[src/rtl/irq_pkg.sv]
package irq_pkg;

    typedef enum logic [1:0] {
        REG_EN   = 2'd0,
        REG_PRIO = 2'd1,
        REG_FLAG = 2'd2,
        REG_CTRL = 2'd3
    } irq_reg_e;

    localparam int CTRL_MODE = 0;
    localparam int CTRL_GHI  = 1;
    localparam int CTRL_GLO  = 2;
    localparam int CTRL_POL  = 3;

endpackage

[src/rtl/irq_edge_det.sv]
module irq_edge_det #(
    parameter int N = 3
) (
    input  logic         clk_i,
    input  logic         rst_ni,
    input  logic [N-1:0] pin_i,
    input  logic [N-1:0] rise_sel_i,
    output logic [N-1:0] edge_o
);

    typedef struct packed {
        logic [N-1:0] s1;
        logic [N-1:0] s2;
        logic [N-1:0] prev;
    } sync_t;

    sync_t st_d, st_q;

    always_comb begin
        st_d      = st_q;
        st_d.s1   = pin_i;
        st_d.s2   = st_q.s1;
        st_d.prev = st_q.s2;
        edge_o    = (rise_sel_i & st_q.s2 & ~st_q.prev)
                  | (~rise_sel_i & ~st_q.s2 & st_q.prev);
    end

    always_ff @(posedge clk_i or negedge rst_ni) begin
        if (!rst_ni) st_q <= '0;
        else         st_q <= st_d;
    end

    for (genvar i = 0; i < N; i++) begin : g_once
        // a single transition yields one pulse while the polarity is held
        p_single_edge_r2: assert property (@(posedge clk_i) disable iff (!rst_ni)
            edge_o[i] ##1 $stable(rise_sel_i[i]) |-> !edge_o[i])
            else $error("p_single_edge_r2");
    end

endmodule

[src/rtl/irq_resolve.sv]
module irq_resolve #(
    parameter int N_EXT = 3,
    parameter int N_EVT = 3,
    parameter int VW = 16,
    parameter logic [VW-1:0] VEC_HI = 16'h0008,
    parameter logic [VW-1:0] VEC_LO = 16'h0018
) (
    input  logic [N_EXT+N_EVT-1:0] flag_i,
    input  logic [N_EXT+N_EVT-1:0] en_i,
    input  logic [N_EXT+N_EVT-1:0] prio_i,
    input  logic                   mode_i,
    input  logic                   ghi_i,
    input  logic                   glo_i,
    input  logic                   sleep_i,
    output logic                   req_o,
    output logic                   hi_o,
    output logic [VW-1:0]          vec_o,
    output logic                   wake_o
);

    localparam int N_SRC = N_EXT + N_EVT;
    localparam logic [N_SRC-1:0] CORE = N_SRC'((1 << N_EXT) - 1);

    logic [N_SRC-1:0] act;
    logic             hi, lo;

    always_comb begin
        act = flag_i & en_i;
        if (mode_i) begin
            hi = ghi_i & (|(act & prio_i));
            lo = ghi_i & glo_i & (|(act & ~prio_i));
        end else begin
            hi = ghi_i & ((|(act & CORE)) | (glo_i & (|(act & ~CORE))));
            lo = 1'b0;
        end
        req_o  = hi | lo;
        hi_o   = hi;
        vec_o  = hi ? VEC_HI : (lo ? VEC_LO : '0);
        wake_o = sleep_i & (|act);
    end

endmodule

[src/rtl/irq_ctrl_top.sv]
module irq_ctrl_top
    import irq_pkg::*;
#(
    parameter int N_EXT = 3,
    parameter int N_EVT = 3,
    parameter int DW = ((N_EXT + N_EVT) > (N_EXT + 3)) ? (N_EXT + N_EVT) : (N_EXT + 3),
    parameter int VW = 16,
    parameter logic [VW-1:0] VEC_HI = 16'h0008,
    parameter logic [VW-1:0] VEC_LO = 16'h0018
) (
    input  logic             clk_i,
    input  logic             rst_ni,
    input  logic [N_EXT-1:0] pin_i,
    input  logic [N_EVT-1:0] evt_i,
    input  logic             sleep_i,
    input  logic             wr_en_i,
    input  logic [1:0]       addr_i,
    input  logic [DW-1:0]    wdata_i,
    output logic [DW-1:0]    rdata_o,
    output logic             irq_req_o,
    output logic [VW-1:0]    irq_vec_o,
    input  logic             irq_ack_i,
    input  logic             iret_i,
    output logic             wake_o
);

    localparam int N_SRC = N_EXT + N_EVT;

    typedef struct packed {
        logic [N_SRC-1:0] en;
        logic [N_SRC-1:0] prio;
        logic [N_SRC-1:0] flag;
        logic             mode;
        logic             ghi;
        logic             glo;
        logic [N_EXT-1:0] pol;
        logic             in_hi;
    } st_t;

    st_t              st_d, st_q;
    logic [N_EXT-1:0] ext_edge;
    logic             take_hi;
    irq_reg_e         sel;

    irq_edge_det #(.N(N_EXT)) u_edge (
        .clk_i      (clk_i),
        .rst_ni     (rst_ni),
        .pin_i      (pin_i),
        .rise_sel_i (st_q.pol),
        .edge_o     (ext_edge)
    );

    irq_resolve #(
        .N_EXT(N_EXT), .N_EVT(N_EVT), .VW(VW), .VEC_HI(VEC_HI), .VEC_LO(VEC_LO)
    ) u_resolve (
        .flag_i  (st_q.flag),
        .en_i    (st_q.en),
        .prio_i  (st_q.prio),
        .mode_i  (st_q.mode),
        .ghi_i   (st_q.ghi),
        .glo_i   (st_q.glo),
        .sleep_i (sleep_i),
        .req_o   (irq_req_o),
        .hi_o    (take_hi),
        .vec_o   (irq_vec_o),
        .wake_o  (wake_o)
    );

    assign sel = irq_reg_e'(addr_i);

    always_comb begin
        st_d = st_q;
        if (wr_en_i) begin
            case (sel)
                REG_EN:   st_d.en   = wdata_i[N_SRC-1:0];
                REG_PRIO: st_d.prio = wdata_i[N_SRC-1:0];
                REG_FLAG: st_d.flag = st_q.flag & wdata_i[N_SRC-1:0];
                REG_CTRL: begin
                    st_d.mode = wdata_i[CTRL_MODE];
                    st_d.ghi  = wdata_i[CTRL_GHI];
                    st_d.glo  = wdata_i[CTRL_GLO];
                    st_d.pol  = wdata_i[CTRL_POL +: N_EXT];
                end
                default: ;
            endcase
        end
        st_d.prio[0] = 1'b1;
        st_d.flag    = st_d.flag | {evt_i, ext_edge};
        if (irq_ack_i && irq_req_o) begin
            if (take_hi) begin
                st_d.ghi   = 1'b0;
                st_d.in_hi = 1'b1;
            end else begin
                st_d.glo   = 1'b0;
            end
        end
        if (iret_i) begin
            if (st_q.in_hi) begin
                st_d.ghi   = 1'b1;
                st_d.in_hi = 1'b0;
            end else begin
                st_d.glo   = 1'b1;
            end
        end
    end

    always_ff @(posedge clk_i or negedge rst_ni) begin
        if (!rst_ni) begin
            st_q      <= '0;
            st_q.prio <= N_SRC'(1);
            st_q.pol  <= '1;
        end else begin
            st_q      <= st_d;
        end
    end

    always_comb begin
        rdata_o = '0;
        case (sel)
            REG_EN:   rdata_o[N_SRC-1:0] = st_q.en;
            REG_PRIO: rdata_o[N_SRC-1:0] = st_q.prio;
            REG_FLAG: rdata_o[N_SRC-1:0] = st_q.flag;
            REG_CTRL: begin
                rdata_o[CTRL_MODE]          = st_q.mode;
                rdata_o[CTRL_GHI]           = st_q.ghi;
                rdata_o[CTRL_GLO]           = st_q.glo;
                rdata_o[CTRL_POL +: N_EXT]  = st_q.pol;
            end
            default: ;
        endcase
    end

    p_vec_legacy_r7: assert property (@(posedge clk_i) disable iff (!rst_ni)
        (irq_req_o && !st_q.mode) |-> (irq_vec_o == VEC_HI))
        else $error("p_vec_legacy_r7");

    p_src0_hi_r5: assert property (@(posedge clk_i) disable iff (!rst_ni)
        (st_q.mode && st_q.ghi && st_q.flag[0] && st_q.en[0])
            |-> (irq_req_o && irq_vec_o == VEC_HI))
        else $error("p_src0_hi_r5");

    p_gate_r6: assert property (@(posedge clk_i) disable iff (!rst_ni)
        !st_q.ghi |-> !irq_req_o)
        else $error("p_gate_r6");

    p_ack_hi_r9: assert property (@(posedge clk_i) disable iff (!rst_ni)
        (irq_ack_i && !iret_i && irq_req_o && irq_vec_o == VEC_HI
            && !(wr_en_i && sel == REG_CTRL))
            |=> (!st_q.ghi && st_q.in_hi))
        else $error("p_ack_hi_r9");

    p_ack_lo_r9: assert property (@(posedge clk_i) disable iff (!rst_ni)
        (irq_ack_i && !iret_i && irq_req_o && irq_vec_o == VEC_LO
            && !(wr_en_i && sel == REG_CTRL))
            |=> (!st_q.glo && st_q.ghi))
        else $error("p_ack_lo_r9");

    p_wake_r11: assert property (@(posedge clk_i) disable iff (!rst_ni)
        !sleep_i |-> !wake_o)
        else $error("p_wake_r11");

    for (genvar i = 0; i < N_SRC; i++) begin : g_hold
        p_flag_hold_r4: assert property (@(posedge clk_i) disable iff (!rst_ni)
            (st_q.flag[i] && !(wr_en_i && sel == REG_FLAG && !wdata_i[i]))
                |=> st_q.flag[i])
            else $error("p_flag_hold_r4");
    end

endmodule

[config.mk]
export PLATFORM = sky130hd
export DESIGN_NAME = irq_ctrl_top
export DESIGN_NICKNAME = d
export VERILOG_FILES = /design/src/rtl/irq_pkg.sv /design/src/rtl/irq_edge_det.sv /design/src/rtl/irq_resolve.sv /design/src/rtl/irq_ctrl_top.sv
export SDC_FILE = /design/constraint.sdc
export NUM_CORES = 1
export LEC_CHECK = 0
export ABC_AREA = 0
export CAP_MARGIN = 20
export CORE_ASPECT_RATIO = 1.4
export CORE_MARGIN = 8
export CORE_UTILIZATION = 65
export DETAILED_ROUTE_END_ITERATION = 12
export DONT_BUFFER_PORTS = 1
export HOLD_SLACK_MARGIN = 0.02
export PLACE_DENSITY = 0.89
export REMOVE_ABC_BUFFERS = 1
export SYNTH_ARGS = -nofsm -noshare
export SYNTH_HDL_FRONTEND = slang
export SYNTH_SLANG_ARGS = --single-unit
[constraint.sdc]
create_clock -name clk_i -period 3.7 [get_ports clk_i]
set_input_delay 0.185 -clock clk_i [delete_from_list [all_inputs] [get_ports clk_i]]
set_output_delay 0.185 -clock clk_i [all_outputs]
set_load 0.005 [all_outputs]
==> flow_metrics.tcl <==
set metrics [dict create \
    grt_pass1_vias 1205 \
    synth_common_cells "30 x dfrtp_1, 17 x buf_4, 15 x mux2_2, 15 x nand2_1" \
    combPwrFrac_pct 23.3 \
    numCtsBuffers 5 \
    cts_setup_buffers 0 \
    boundaryPins 44 \
    synth_ff_type "dfrtp_1" \
    core_area_um2 2391 \
    antenna_found_initial 0 \
    overflow 0 \
    slowest_stage "dlygate4sd3_1" \
    cts_tree "done" \
    cts_resized 0 \
    ant_nets 0 \
    postSynthAreaPerCell_um2 12.02 \
    vias 1146 \
    critical_path.max_stage_delay_ps 570 \
    viasPerCell 5.907 \
    vdd_drop_max_v 0.0003968 \
    min_path_cells 2 \
    rows 21 \
    crit_type "register to register" \
    seqPwrFrac_pct 48.8 \
    power.density_nw_per_um2 522.2 \
    postCtsHoldBufs 18 \
    cts.reportedPaths.clkPinSlew_ps 100 \
    n_antenna_cell 0 \
    final_cells 194 \
    worst_slew_pin_slew_ps 566.7 \
    r2r_cells 5 \
    hold_class "input port to register" \
    p_int_uw 706.5 \
    drtIter0Drc 84 \
    drc_errors 0 \
    dp_cells 167 \
    cp_top_family "compound AO/OA/AOI/OAI gates" \
    crit_arrival_ps 2240 \
    drv_slew 0 \
    seq_area_frac_synth_pct 50.38 \
    grt_start_max_net_pins 34 \
    hold_viol_final 0 \
    gr-usage-all-layers_pct 18.27 \
    r2r_slack_ps 1680 \
    ys_ff_latch 33 \
    worstPathCellList "a222oi_1, o211ai_1, o211ai_2, o22ai_1, dlygate4sd3_1" \
    post-route-min-period_ps 2019 \
    swShare_pct 28.63 \
    nNetsFinal 179 \
    crit_path_end_kind "register" \
    synthToLayoutAreaGrowth_pct 15.12 \
    synth_edf_count 0 \
    clock_path_buffers 2 \
    fmax_mhz 495.4 \
    startpoint_type "register" \
    layout-drive-gt1-share_pct 21.88 \
    synth_cells 137 \
    clkPwrFrac_pct 27.9 \
    wl_um 3677 \
    finalClockSkew_ps 15.97 \
    grt_pass1_wl_um 5906 \
    post_drt_wl_per_cell_um 18.95 \
    synth_largest_area_cell "dfrtp_1" \
    net-switching-power_uw 283.3 \
    start_util_pct 68.86 \
    cts_sinks 33 \
    die_w_um 58.54 \
    synth_area_um2 1647 \
    hp-start "wdata_i[2]" \
    slew_headroom_pct 62.06 \
    fin_setup_tns_ps 0 \
    p_leak_nw 0.7977 \
    cap_violations 0 \
    status "completed" \
    worst_skew_pair.late_latency_ps 340 \
    htreeDepth 2 \
    die_area_um2 4422 \
    timing.rr.start "st_q[24]" \
    yosysMostFrequentCell "dfrtp_1" \
    crit_buf_inv 1 \
    async_reset_ff_share_pct 100.0 \
    worst_ep_required_time_ps 3920 \
    ys_types 31 \
    yosysTopAreaCellShare_pct 45.59 \
    ys_warn_count 0 \
    synth_area_leaders "dfrtp_1 46%, mux2_2 10%, buf_4 7.8%, mux4_2 6.8%, dfstp_2 4.8%" \
    place.gp.congestion 0.9707 \
    worstReg2RegEnd "st_q[0]" \
    hold_end "st_q[9]" \
    numPortBuffers 0 \
    cts-root-buf "clkbuf_4" \
    rsz0062_at_grt "false" \
    setup_viol 0 \
    fp.dieH_um 75.55 \
    crit_path_max_fanout 5 \
    fin_crit_sh_pct 54.55 \
    dp_hpwl_um 2658 \
    drt-pass1-iter-count 5 \
]
==> worst max-delay path by stage <==
| stage | startpoint | to | slack [ps] | depth (start not counted) |
|---|---|---|---|---|
| 2_1_floorplan | st_q[9] | irq_vec_o[4] | 2320 | 4 |
| 3_3_place_gp | st_q[9] | irq_vec_o[4] | 2230 | 4 |
| 3_5_place_dp | st_q[24] | irq_vec_o[4] | 2160 | 4 |
| 4_1_cts | st_q[24] | st_q[0] | 1720 | 5 |
| 5_1_grt | st_q[9] | st_q[0] | 1590 | 5 |
| 6_report | st_q[24] | st_q[0] | 1680 | 5 |
==> cell type report <==
cell class | instances | area (µm²)
clock buffers | 7 | 55.05
well taps | 34 | 42.54
multi-input cells | 97 | 726.9
repair buffers | 19 | 200.2
clock inverters | 1 | 30.03
fillers | 148 | 495.5
flip-flops and latches | 33 | 829.5
inverters | 3 | 11.26
==> power groups by stage <==
stage                     registers [mW]  clock network (mW)  logic, mW
after global routing               0.490               0.293      0.255
after global placement             0.482                   0      0.186
final                              0.483               0.276      0.231
after floorplan                    0.467                   0      0.163
after CTS                          0.479               0.281      0.228
after detailed placement           0.487                   0      0.195
==> placed cells by master, fill, tap and decap left out <==
cell type      instances
nor2b_1                3
inv_1                  3
mux2i_1                1
o211ai_2               1
dfstp_2                3
dfrtp_1               30
nor2_1                 4
mux2_2                15
o31ai_1                1
nand3_1                6
nand4_1                1
a221o_1                1
buf_12                 1
o211ai_1               4
or3_1                  1
clkbuf_1               1
a21boi_0               1
a222oi_1               2
conb_1                14
mux2_4                 1
o22ai_1                3
nor3b_2                1
clkbuf_4               5
mux4_2                 5
nand3_4                1
nand2_1               15
bufinv_16              1
o21ai_0                6
nand2b_1               3
a32oi_1                1
dlygate4sd3_1         18
nand3b_1               2
a211oi_1               1
a31oi_1                1
clkbuf_8               1
and3_1                 2
==> per-stage QoR <==
stage	utilization (%)	hold WS (ps)	area [µm²]	power, mW	setup WS [ps]
final	79.28	36.85	1896	0.9898	1682
after detailed placement	67.35	-109.7	1610	0.6817	2162
after floorplan	-	-110.6	1568	0.6306	2316
after global placement	67.35	-109.5	1610	0.6681	2229
after global routing	79.28	31.92	1896	1.038	1588
after CTS	78.86	22.40	1886	0.9878	1722
==> cells by family (layout without fill, tap and decap cells) <==
family	after synthesis	count (layout)	share of synthesized area (%)
compound gates	22	22	9.652
flops	33	33	50.38
mux	22	22	18.62
simple gates	39	39	12.69
buf+inv	20	30	8.434
other cells	1	14	0.2277
==> registers in the layout, summed over array words and instances (netlist names) <==
signal / cells
st_q: 24
u_edge.st_d: 6
u_edge.st_q: 3
==> layer usage <==
| metal | track usage, % | up-vias | share of wire [%] |
|---|---|---|---|
| met2 | 32.96 | 57 | 54 |
| met5 | 0 | - | 0 |
| met3 | 7.770 | 11 | 8.8 |
| met1 | 17.19 | 563 | 35 |
| met4 | 9.290 | 0 | 2.0 |
| li1 | - | 515 | - |
Power figures use the tool's default switching activity.
